===== config.mk =====
export PLATFORM = sky130hd
export DESIGN_NAME = nsclk_top
export DESIGN_NICKNAME = d
export VERILOG_FILES = /design/src/rtl/nsclk_pkg.sv /design/src/rtl/nsclk_split_reg.sv /design/src/rtl/nsclk_accum.sv /design/src/rtl/nsclk_readout.sv /design/src/rtl/nsclk_top.sv
export SDC_FILE = /design/constraint.sdc
export NUM_CORES = 1
export LEC_CHECK = 0
export ABC_AREA = 0
export BUFFER_PORTS_ARGS = -buffer_cell sky130_fd_sc_hd__clkbuf_2
export CELL_PAD_IN_SITES_DETAIL_PLACEMENT = 0
export CELL_PAD_IN_SITES_GLOBAL_PLACEMENT = 1
export CORE_AREA = 2 2 192 194
export CTS_CLUSTER_DIAMETER = 50
export DETAILED_ROUTE_END_ITERATION = 8
export DIE_AREA = 0 0 194 196
export HOLD_SLACK_MARGIN = 0.03
export PLACE_DENSITY_LB_ADDON = 0.1
export SLEW_MARGIN = 20
export SYNTH_ARGS = -nofsm -noshare
export SYNTH_HDL_FRONTEND = slang
export SYNTH_SLANG_ARGS = --single-unit

===== constraint.sdc =====
create_clock -name clk -period 3.86 [get_ports clk]
set_input_delay 0.772 -clock clk [delete_from_list [all_inputs] [get_ports clk]]
set_output_delay 0.772 -clock clk [all_outputs]
set_load 0.05 [all_outputs]

===== src/rtl/nsclk_pkg.sv =====
package nsclk_pkg;

  localparam int REG_AW = 3;

  // Register addresses; the low half of each pair sits below its high half.
  typedef enum logic [REG_AW-1:0] {
    ADR_CTRL    = 3'd0,
    ADR_TIME_LO = 3'd1,
    ADR_TIME_HI = 3'd2,
    ADR_STEP_LO = 3'd3,
    ADR_STEP_HI = 3'd4
  } reg_addr_e;

endpackage


===== src/rtl/nsclk_split_reg.sv =====
// Wide value written as two halves: the low half is staged, the high-half
// write commits. HOLD=1 keeps the committed value in a register, HOLD=0
// passes {wdata, staged low} through for a one-cycle load.
module nsclk_split_reg #(
  parameter int                  HALF_W  = 32,
  parameter bit                  HOLD    = 1'b1,
  parameter logic [2*HALF_W-1:0] RST_VAL = '0
) (
  input  logic                clk,
  input  logic                rst_n,
  input  logic                wr_lo,
  input  logic                wr_hi,
  input  logic [HALF_W-1:0]   wdata,
  output logic                commit,
  output logic [2*HALF_W-1:0] value
);

  localparam int FULL_W = 2 * HALF_W;

  logic [HALF_W-1:0] lo_stage_q;

  always_ff @(posedge clk) begin
    if (!rst_n)     lo_stage_q <= RST_VAL[HALF_W-1:0];
    else if (wr_lo) lo_stage_q <= wdata;
  end

  assign commit = wr_hi;

  generate
    if (HOLD) begin : g_hold
      logic [FULL_W-1:0] val_q;
      always_ff @(posedge clk) begin
        if (!rst_n)     val_q <= RST_VAL;
        else if (wr_hi) val_q <= {wdata, lo_stage_q};
      end
      assign value = val_q;
    end else begin : g_pass
      assign value = {wdata, lo_stage_q};
    end
  endgenerate

endmodule


===== src/rtl/nsclk_accum.sv =====
// {count, fraction} accumulator; a load clears the fraction and wins over run.
module nsclk_accum #(
  parameter int BUS_W = 32
) (
  input  logic               clk,
  input  logic               rst_n,
  input  logic               run,
  input  logic [2*BUS_W-1:0] step,
  input  logic               load,
  input  logic [2*BUS_W-1:0] load_val,
  output logic [2*BUS_W-1:0] count
);

  localparam int ACC_W = 3 * BUS_W;

  logic [ACC_W-1:0] acc_q;
  logic [ACC_W-1:0] acc_next;

  assign acc_next = acc_q + {{BUS_W{1'b0}}, step};

  always_ff @(posedge clk) begin
    if (!rst_n)    acc_q <= '0;
    else if (load) acc_q <= {load_val, {BUS_W{1'b0}}};
    else if (run)  acc_q <= acc_next;
  end

  assign count = acc_q[ACC_W-1:BUS_W];

endmodule


===== src/rtl/nsclk_readout.sv =====
// Registered read mux with the upper-word snapshot taken on a low-half read.
module nsclk_readout
  import nsclk_pkg::*;
#(
  parameter int BUS_W = 32
) (
  input  logic               clk,
  input  logic               rst_n,
  input  logic               rd,
  input  reg_addr_e          addr,
  input  logic [2*BUS_W-1:0] count,
  input  logic [2*BUS_W-1:0] step,
  input  logic               run,
  output logic [BUS_W-1:0]   rdata,
  output logic [BUS_W-1:0]   snap_hi
);

  logic [BUS_W-1:0] sel;

  always_comb begin
    unique case (addr)
      ADR_CTRL:    sel = {{(BUS_W-1){1'b0}}, run};
      ADR_TIME_LO: sel = count[BUS_W-1:0];
      ADR_TIME_HI: sel = snap_hi;
      ADR_STEP_LO: sel = step[BUS_W-1:0];
      ADR_STEP_HI: sel = step[2*BUS_W-1:BUS_W];
      default:     sel = '0;
    endcase
  end

  always_ff @(posedge clk) begin
    if (!rst_n) begin
      rdata   <= '0;
      snap_hi <= '0;
    end else if (rd) begin
      rdata <= sel;
      if (addr == ADR_TIME_LO) snap_hi <= count[2*BUS_W-1:BUS_W];
    end
  end

endmodule


===== src/rtl/nsclk_top.sv =====
module nsclk_top
  import nsclk_pkg::*;
#(
  parameter int             BUS_W    = 32,
  parameter logic [2*BUS_W-1:0] STEP_RST = 64'h0000_0001_9999_9999
) (
  input  logic               clk,
  input  logic               rst_n,
  input  logic               reg_wr,
  input  logic               reg_rd,
  input  logic [REG_AW-1:0]  reg_addr,
  input  logic [BUS_W-1:0]   reg_wdata,
  output logic [BUS_W-1:0]   reg_rdata,
  output logic [2*BUS_W-1:0] time_ns
);

  localparam int WIDE_W = 2 * BUS_W;

  reg_addr_e         addr_e;
  logic              run_q;
  logic              time_load;
  logic [WIDE_W-1:0] time_new;
  logic              step_commit;
  logic [WIDE_W-1:0] step_val;
  logic [BUS_W-1:0]  snap_hi;

  assign addr_e = reg_addr_e'(reg_addr);

  always_ff @(posedge clk) begin
    if (!rst_n)                             run_q <= 1'b0;
    else if (reg_wr && addr_e == ADR_CTRL) run_q <= reg_wdata[0];
  end

  nsclk_split_reg #(.HALF_W(BUS_W), .HOLD(1'b0), .RST_VAL('0)) u_time_wr (
    .clk    (clk),
    .rst_n  (rst_n),
    .wr_lo  (reg_wr && addr_e == ADR_TIME_LO),
    .wr_hi  (reg_wr && addr_e == ADR_TIME_HI),
    .wdata  (reg_wdata),
    .commit (time_load),
    .value  (time_new)
  );

  nsclk_split_reg #(.HALF_W(BUS_W), .HOLD(1'b1), .RST_VAL(STEP_RST)) u_step_wr (
    .clk    (clk),
    .rst_n  (rst_n),
    .wr_lo  (reg_wr && addr_e == ADR_STEP_LO),
    .wr_hi  (reg_wr && addr_e == ADR_STEP_HI),
    .wdata  (reg_wdata),
    .commit (step_commit),
    .value  (step_val)
  );

  nsclk_accum #(.BUS_W(BUS_W)) u_accum (
    .clk      (clk),
    .rst_n    (rst_n),
    .run      (run_q),
    .step     (step_val),
    .load     (time_load),
    .load_val (time_new),
    .count    (time_ns)
  );

  nsclk_readout #(.BUS_W(BUS_W)) u_read (
    .clk     (clk),
    .rst_n   (rst_n),
    .rd      (reg_rd),
    .addr    (addr_e),
    .count   (time_ns),
    .step    (step_val),
    .run     (run_q),
    .rdata   (reg_rdata),
    .snap_hi (snap_hi)
  );

endmodule


==> Word level (Yosys, flattened, before mapping) <==
Cells that the tools add are included.
{ "totals": {"ff_bits": 289, "latch_bits": 0, "ramBits": 0, "romBits": 0, "in_bits": 39, "output_inout_bits": 96, "word_cells": 26, "n_memories": 0} }
{ "classes": {"addsub": 1, "n_mul": 0, "div_mod_pow": 0, "order_cmp": 0, "eq_ne": 4, "n_shift": 0, "muxes": 3, "bitwise": 1, "n_reduce_logical": 9} }
{ "op_table": {"columns": ["operator", "count"], "rows": [
  ["$mux W96", 2],
  ["$pmux W32 S5", 1],
  ["$add A96 B64 Y96", 1],
  ["$eq A3 B2 Y1 const B", 2],
  ["$logic_and A1 B1 Y1", 5],
  ["$eq A3 B1 Y1 const B", 1],
  ["$eq A3 B3 Y1 const B", 1],
  ["$logic_not A3 Y1", 1],
  ["$reduce_and A2 Y1", 1],
  ["$reduce_bool A2 Y1", 1],
  ["$reduce_or A2 Y1", 1],
  ["$not A1 Y1", 1]
]} }

==> Logic depth before layout (Yosys ltp) <==
{ "depth": {"word_depth": 3, "ltp_mapped": 14} }

==> Cells and area by module <==
From an unflattened synthesis, not the netlist that was laid out.
{ "hier_totals": {"hier_cells": 2034, "hier_area_um2": 17505.5} }
{ "by_module_without_submodules": {"columns": ["module", "instances", "cells_per_inst", "area_per_inst_um2", "seq_area_each_um2"], "rows": [
  ["nsclk_accum", 1, 1236, 9207.6, 1921.8],
  ["nsclk_split_reg (u_step_wr)", 1, 310, 3614.7, 1921.8],
  ["nsclk_readout", 1, 342, 3096.7, 1281.2],
  ["nsclk_split_reg (u_time_wr)", 1, 136, 1491.4, 640.6],
  ["nsclk_top", 1, 10, 95.1, 20.0]
]} }

==> Least setup slack after synthesis <==
OpenSTA, ideal clock, no wires.
{ "synth_path": {"kind": "register to register", "startpoint": "register u_accum.acc_q[33]", "endpoint": "register u_accum.acc_q[94]", "setup_time_ns": 0.137, "t_arrival_ns": 3.025, "slack_ns": 0.699, "stages_incl_launch_ff": 15, "path_buffers": 3, "cell_sequence": "dfxtp_1 -> ha_1 -> buf_2 -> and4_1 -> buf_4 -> nand4_4 -> or2_1 -> o311a_1 -> o221a_1 -> a2111oi_4 -> o211ai_4 -> a211oi_4 -> buf_6 -> a21bo_2 -> a31oi_1"} }
{ "synth_between": {"elab_chain_len": 3} }
{ "synth_lines": {"columns": ["element", "line_no", "text"], "rows": [
  ["start, declared", "nsclk_accum.sv:16", "logic [ACC_W-1:0] acc_q;"],
  ["start signal, assigned", "nsclk_accum.sv:23", "else if (load) acc_q <= {load_val, {BUS_W{1'b0}}};"],
  ["start signal, assigned", "nsclk_accum.sv:24", "else if (run) acc_q <= acc_next;"],
  ["$add A96 B64 Y96", "nsclk_accum.sv:19", "assign acc_next = acc_q + {{BUS_W{1'b0}}, step};"],
  ["$mux W96", "nsclk_accum.sv:24", null],
  ["$mux W96", "nsclk_accum.sv:23", null]
]} }
Every way passes these cells. The select of a mux whose other input is x is not followed.
A chain may end at the register's enable or synchronous reset.

==> Final worst setup path <==
{ "layout_path": {"startpoint": "register u_step_wr.g_hold.val_q[17] (netlist: u_step_wr.value[17])", "endpoint": "register u_accum.acc_q[82]"} }
{ "layout_between": {"elab_chain_len": 3} }
{ "layout_lines": {"columns": ["element", "line_no", "text"], "rows": [
  ["start, declared", "nsclk_split_reg.sv:31", "logic [FULL_W-1:0] val_q;"],
  ["start signal, assigned", "nsclk_split_reg.sv:34", "else if (wr_hi) val_q <= {wdata, lo_stage_q};"],
  ["$add A96 B64 Y96", "nsclk_accum.sv:19", null],
  ["$mux W96", "nsclk_accum.sv:24", null],
  ["$mux W96", "nsclk_accum.sv:23", null]
]} }
Every way passes these cells. The select of a mux whose other input is x is not followed.

==> run_results.csv <==
group,metric,value,unit
sta,post-route-min-period,3.648,ns
power,total_switching_power,2.082,mW
drt,drt_first_iter_violations,1383,
logic_synthesis,post_synth_main_area_contributors,"sky130_fd_sc_hd__dfxtp_1 (36%), sky130_fd_sc_hd__a21oi_1 (11%), sky130_fd_sc_hd__nand2_1 (10%)",
sta,finalMaxSlewViolations,0,
power,clockPowerShare,49.3,%
placement,io_buffer_count,134,
finish,drive_above_1_share,13.32,%
clock_tree,clockBufferDepth,3,
power,ir_worst_vdd,0.0003718,V
drt,antenna_violating_nets_post_route,0,
logic_synthesis,synth_seq_area_share,36.16,%
worst_setup_path,worstPathArrival,4.13,ns
clock_tree,htree_levels,2,
clock_tree,clk-insertion-delay-late,0.57,ns
worst_setup_path,path_cells,"ha_1 -> nand4_1 -> or4_1 -> a211oi_2 -> o21ai_2 -> a2111oi_4 -> buf_4 -> o211ai_4 -> a211oi_4 -> buf_12 -> nand3b_1 -> a31oi_1",
sta,fmaxAchievable,274.1,MHz
floorplanning,rows,70,
hold_path,hold_path.class,"reg -> reg",
power,p_comb_share,9.0,%
clock_tree,post_cts_hold_buffer_count,0,
global_routing,gr-total-overflow,0,
worst_setup_path,critPathLaunchType,"register",
worst_setup_path,worstPathRequired,4.34,ns
worst_setup_path,cp_max_stage_delay,0.51,ns
finish,insertedDiodeCount,0,
sta,tightest_slew,0.8717,ns
global_routing,grt_first_pass_wirelength,92920,µm
sta,rsz0062_at_grt,"false",
clock_tree,clkSinkCount,289,
floorplanning,die_h,196,µm
global_routing,grt_start_max_net_pins,86,
placement,hpwlAfterDp,45270,µm
power,power,7.496,mW
logic_synthesis,ys_warn_count,0,
drt,via_per_inst,5.985,
sta,finalSetupViolCount,0,
floorplanning,coreArea,36080,µm²
worst_setup_path,cp_max_fanout,16,
run,max-cap-violations,0,
worst_setup_path,criticalPathCategory,"reg -> reg",
logic_synthesis,synth.cell_area,16000,µm²
clock_tree,clk_pin_slew,0.06,ns
finish,design.final.nets,2229,
drt,routed_wire_length_per_instance,23.53,µm
worst_setup_path,crit_path_end_kind,"register",
finish,syn_to_final_growth,12.37,%
floorplanning,dieWidth,194,µm
drt,vias,15700,
logic_synthesis,ys_dominant_reg_cell,"sky130_fd_sc_hd__dfxtp_1",
logic_synthesis,synth_net_count,2219,
floorplanning,initial_utilization,44.33,%
logic_synthesis,post_synthesis_mean_instance_area,7.564,µm²
global_routing,antenna_violations_before_repair,0,
power,p_per_area,417.0,nW/µm²
power,internal_power,5.415,mW
floorplanning,boundaryPins,135,
sta,fin_tns_setup,0,ns
drt,detailedRoute.firstPassIterationCount,5,
clock_tree,cts_tree,"done",
placement,routabilityCongestion,0.9195,
global_routing,number_of_global_route_vias_before_repair,14640,
logic_synthesis,post_synth_num_cell_types,74,
clock_tree,clock_tree.root_cell,"sky130_fd_sc_hd__clkbuf_16",
power,static-leakage-power,6.943,nW
clock_tree,cts_buffers,39,
sta,minimum_setup_slack_in_the_final_design,0.2120,ns
floorplanning,design.die.area,38020,µm²
logic_synthesis,post_synth_inst_count,2115,
sta,final_hold_viols,0,
drt,drt-total-wl,61720,µm
logic_synthesis,yosys.area.top_type_share,36.16,%
sta,finClkSkew,0.02741,ns
global_routing,global_route.usage.total,31.74,%
power,sequential_cell_fraction_of_total_power,41.7,%
logic_synthesis,ys_ff_latch,289,
outcome,outcome,"finished, final reports clean",
sta,max-slew-margin-rel,41.68,%
power,switching_share,27.77,%
logic_synthesis,synth_area_leader_cell,"sky130_fd_sc_hd__dfxtp_1",
finish,post-route-util,49.82,%
finish,fillerInstances,3589,
placement,place_ws,0.1553,ns
worst_setup_path,worst_path_max_delay_cell,"sky130_fd_sc_hd__or4_1",
drt,remaining_drc_errors,0,
sta,min_period_over_period,94.51,%
logic_synthesis,synth_enable_flop_cells,0,
logic_synthesis,async_reset_ff_share,0,%
-- critical path: cells and delay by family, from the launching register on --
kind	cells	cell delay (ns)
fa+ha+maj	1	0.49
flops	1	0.43
compound gates	6	1.40
buf+inv	2	0.39
simple gates	3	0.82
-- placed cells by master, fill, tap and decap left out, types with 21 or more instances in the layout --
cell | synthesis | final
sky130_fd_sc_hd__nand2_1 | 428 | 425
sky130_fd_sc_hd__a21oi_1 | 345 | 345
sky130_fd_sc_hd__dfxtp_1 | 289 | 288
sky130_fd_sc_hd__clkbuf_2 | 0 | 133
sky130_fd_sc_hd__nor2_1 | 127 | 127
sky130_fd_sc_hd__o21ai_0 | 110 | 109
sky130_fd_sc_hd__ha_1 | 64 | 64
sky130_fd_sc_hd__a22oi_1 | 63 | 63
sky130_fd_sc_hd__nand3_1 | 48 | 48
sky130_fd_sc_hd__xnor2_1 | 47 | 47
sky130_fd_sc_hd__buf_4 | 66 | 46
sky130_fd_sc_hd__nand4_1 | 42 | 42
sky130_fd_sc_hd__clkbuf_16 | 0 | 40
sky130_fd_sc_hd__mux2i_1 | 36 | 36
sky130_fd_sc_hd__a21o_1 | 34 | 34
sky130_fd_sc_hd__xor2_1 | 29 | 29
sky130_fd_sc_hd__a31oi_1 | 23 | 23
sky130_fd_sc_hd__nor3_1 | 21 | 21
-- final cells by class --
type | instances | area, µm² | area share, %
inverters | 21 | 83.83 | 0.4663
well taps | 468 | 585.6 | 3.257
repair buffers | 183 | 1076 | 5.986
multi-input cells | 1591 | 9112 | 50.69
clock inverters | 21 | 231.5 | 1.288
flip-flops and latches | 289 | 5789 | 32.20
clock buffers | 50 | 1099 | 6.111
-- per-stage QoR --
| step | hold WS [ns] | std cells | cell area (µm²) |
|---|---|---|---|
| 4_1_cts | 0.4517 | 2622 | 17960 |
| 3_5_place_dp | 0.4440 | 2551 | 16630 |
| 2_1_floorplan | 0.4321 | 2115 | 16000 |
| 6_report | 0.4505 | 2623 | 17980 |
| 5_1_grt | 0.4655 | 2623 | 17980 |
| 3_3_place_gp | 0.4389 | 2551 | 16630 |
-- final timing paths --
kind,from,end,slack (ns),cells after the start
max,u_step_wr.value[17],u_accum.acc_q[82],0.21,12
min,u_time_wr.lo_stage_q[21],u_time_wr.lo_stage_q[21],0.45,2
min reg2reg,u_time_wr.lo_stage_q[21],u_time_wr.lo_stage_q[21],0.45,2
max reg2reg,u_step_wr.value[17],u_accum.acc_q[82],0.21,12
-- power groups by stage --
| stage | combinational, mW | sequential (mW) | clock [mW] |
|---|---|---|---|
| 3_3_place_gp | 0.662 | 3.19 | 0 |
| 6_report | 0.672 | 3.13 | 3.70 |
| 3_5_place_dp | 0.662 | 3.19 | 0 |
| 4_1_cts | 0.665 | 3.13 | 3.74 |
| 5_1_grt | 0.717 | 3.13 | 3.86 |
| 2_1_floorplan | 0.460 | 3.17 | 0 |
-- routing by layer --
metal  track usage [%]  routed length (µm)  part of all wire, %
met5                 0                   0                    0
met2             50.35               27750                   45
met1             44.87               28230                   46
met4             9.708                1726                  2.8
met3             4.246                4013                  6.5
-- sequential cells by signal, indices dropped and copies added (netlist names) --
register / flops
u_read.snap_hi: 32
u_accum.acc_q: 96
u_step_wr.value: 64
run_q: 1
u_time_wr.lo_stage_q: 32
u_step_wr.lo_stage_q: 32
u_read.rdata: 32
-- timing repair --
item | CTS | global route
resized for setup | 0 | 3
setup buffers | 0 | 1
endpoints found under the hold margin | 0 | 0
endpoints found under the setup margin | 0 | 14
-- cells by family after synthesis --
| logic type | Yosys count | share of synthesized area [%] |
|---|---|---|
| flops | 289 | 36.16 |
| mux | 36 | 2.252 |
| xor+xnor | 76 | 4.161 |
| simple gates | 747 | 20.40 |
| buf+inv | 235 | 7.141 |
| fa+ha+maj | 65 | 5.131 |
| compound gates | 667 | 24.75 |
-- synth_stat cells, drive strengths merged (11+ instances only) --
cell and number:
and2 11, o21bai 12, nand4 43, nor3 21, dfxtp 289, xor2 29, a21oi 345, nand2 428
clkbuf 135, nand3 48, a22oi 63, o21ai 111, a31oi 23, a211oi 17, a21o 34, mux2i 36
and3 16, xnor2 47, ha 64, inv 20, buf 79, nor2 127
(Power assumes the default switching activity.)
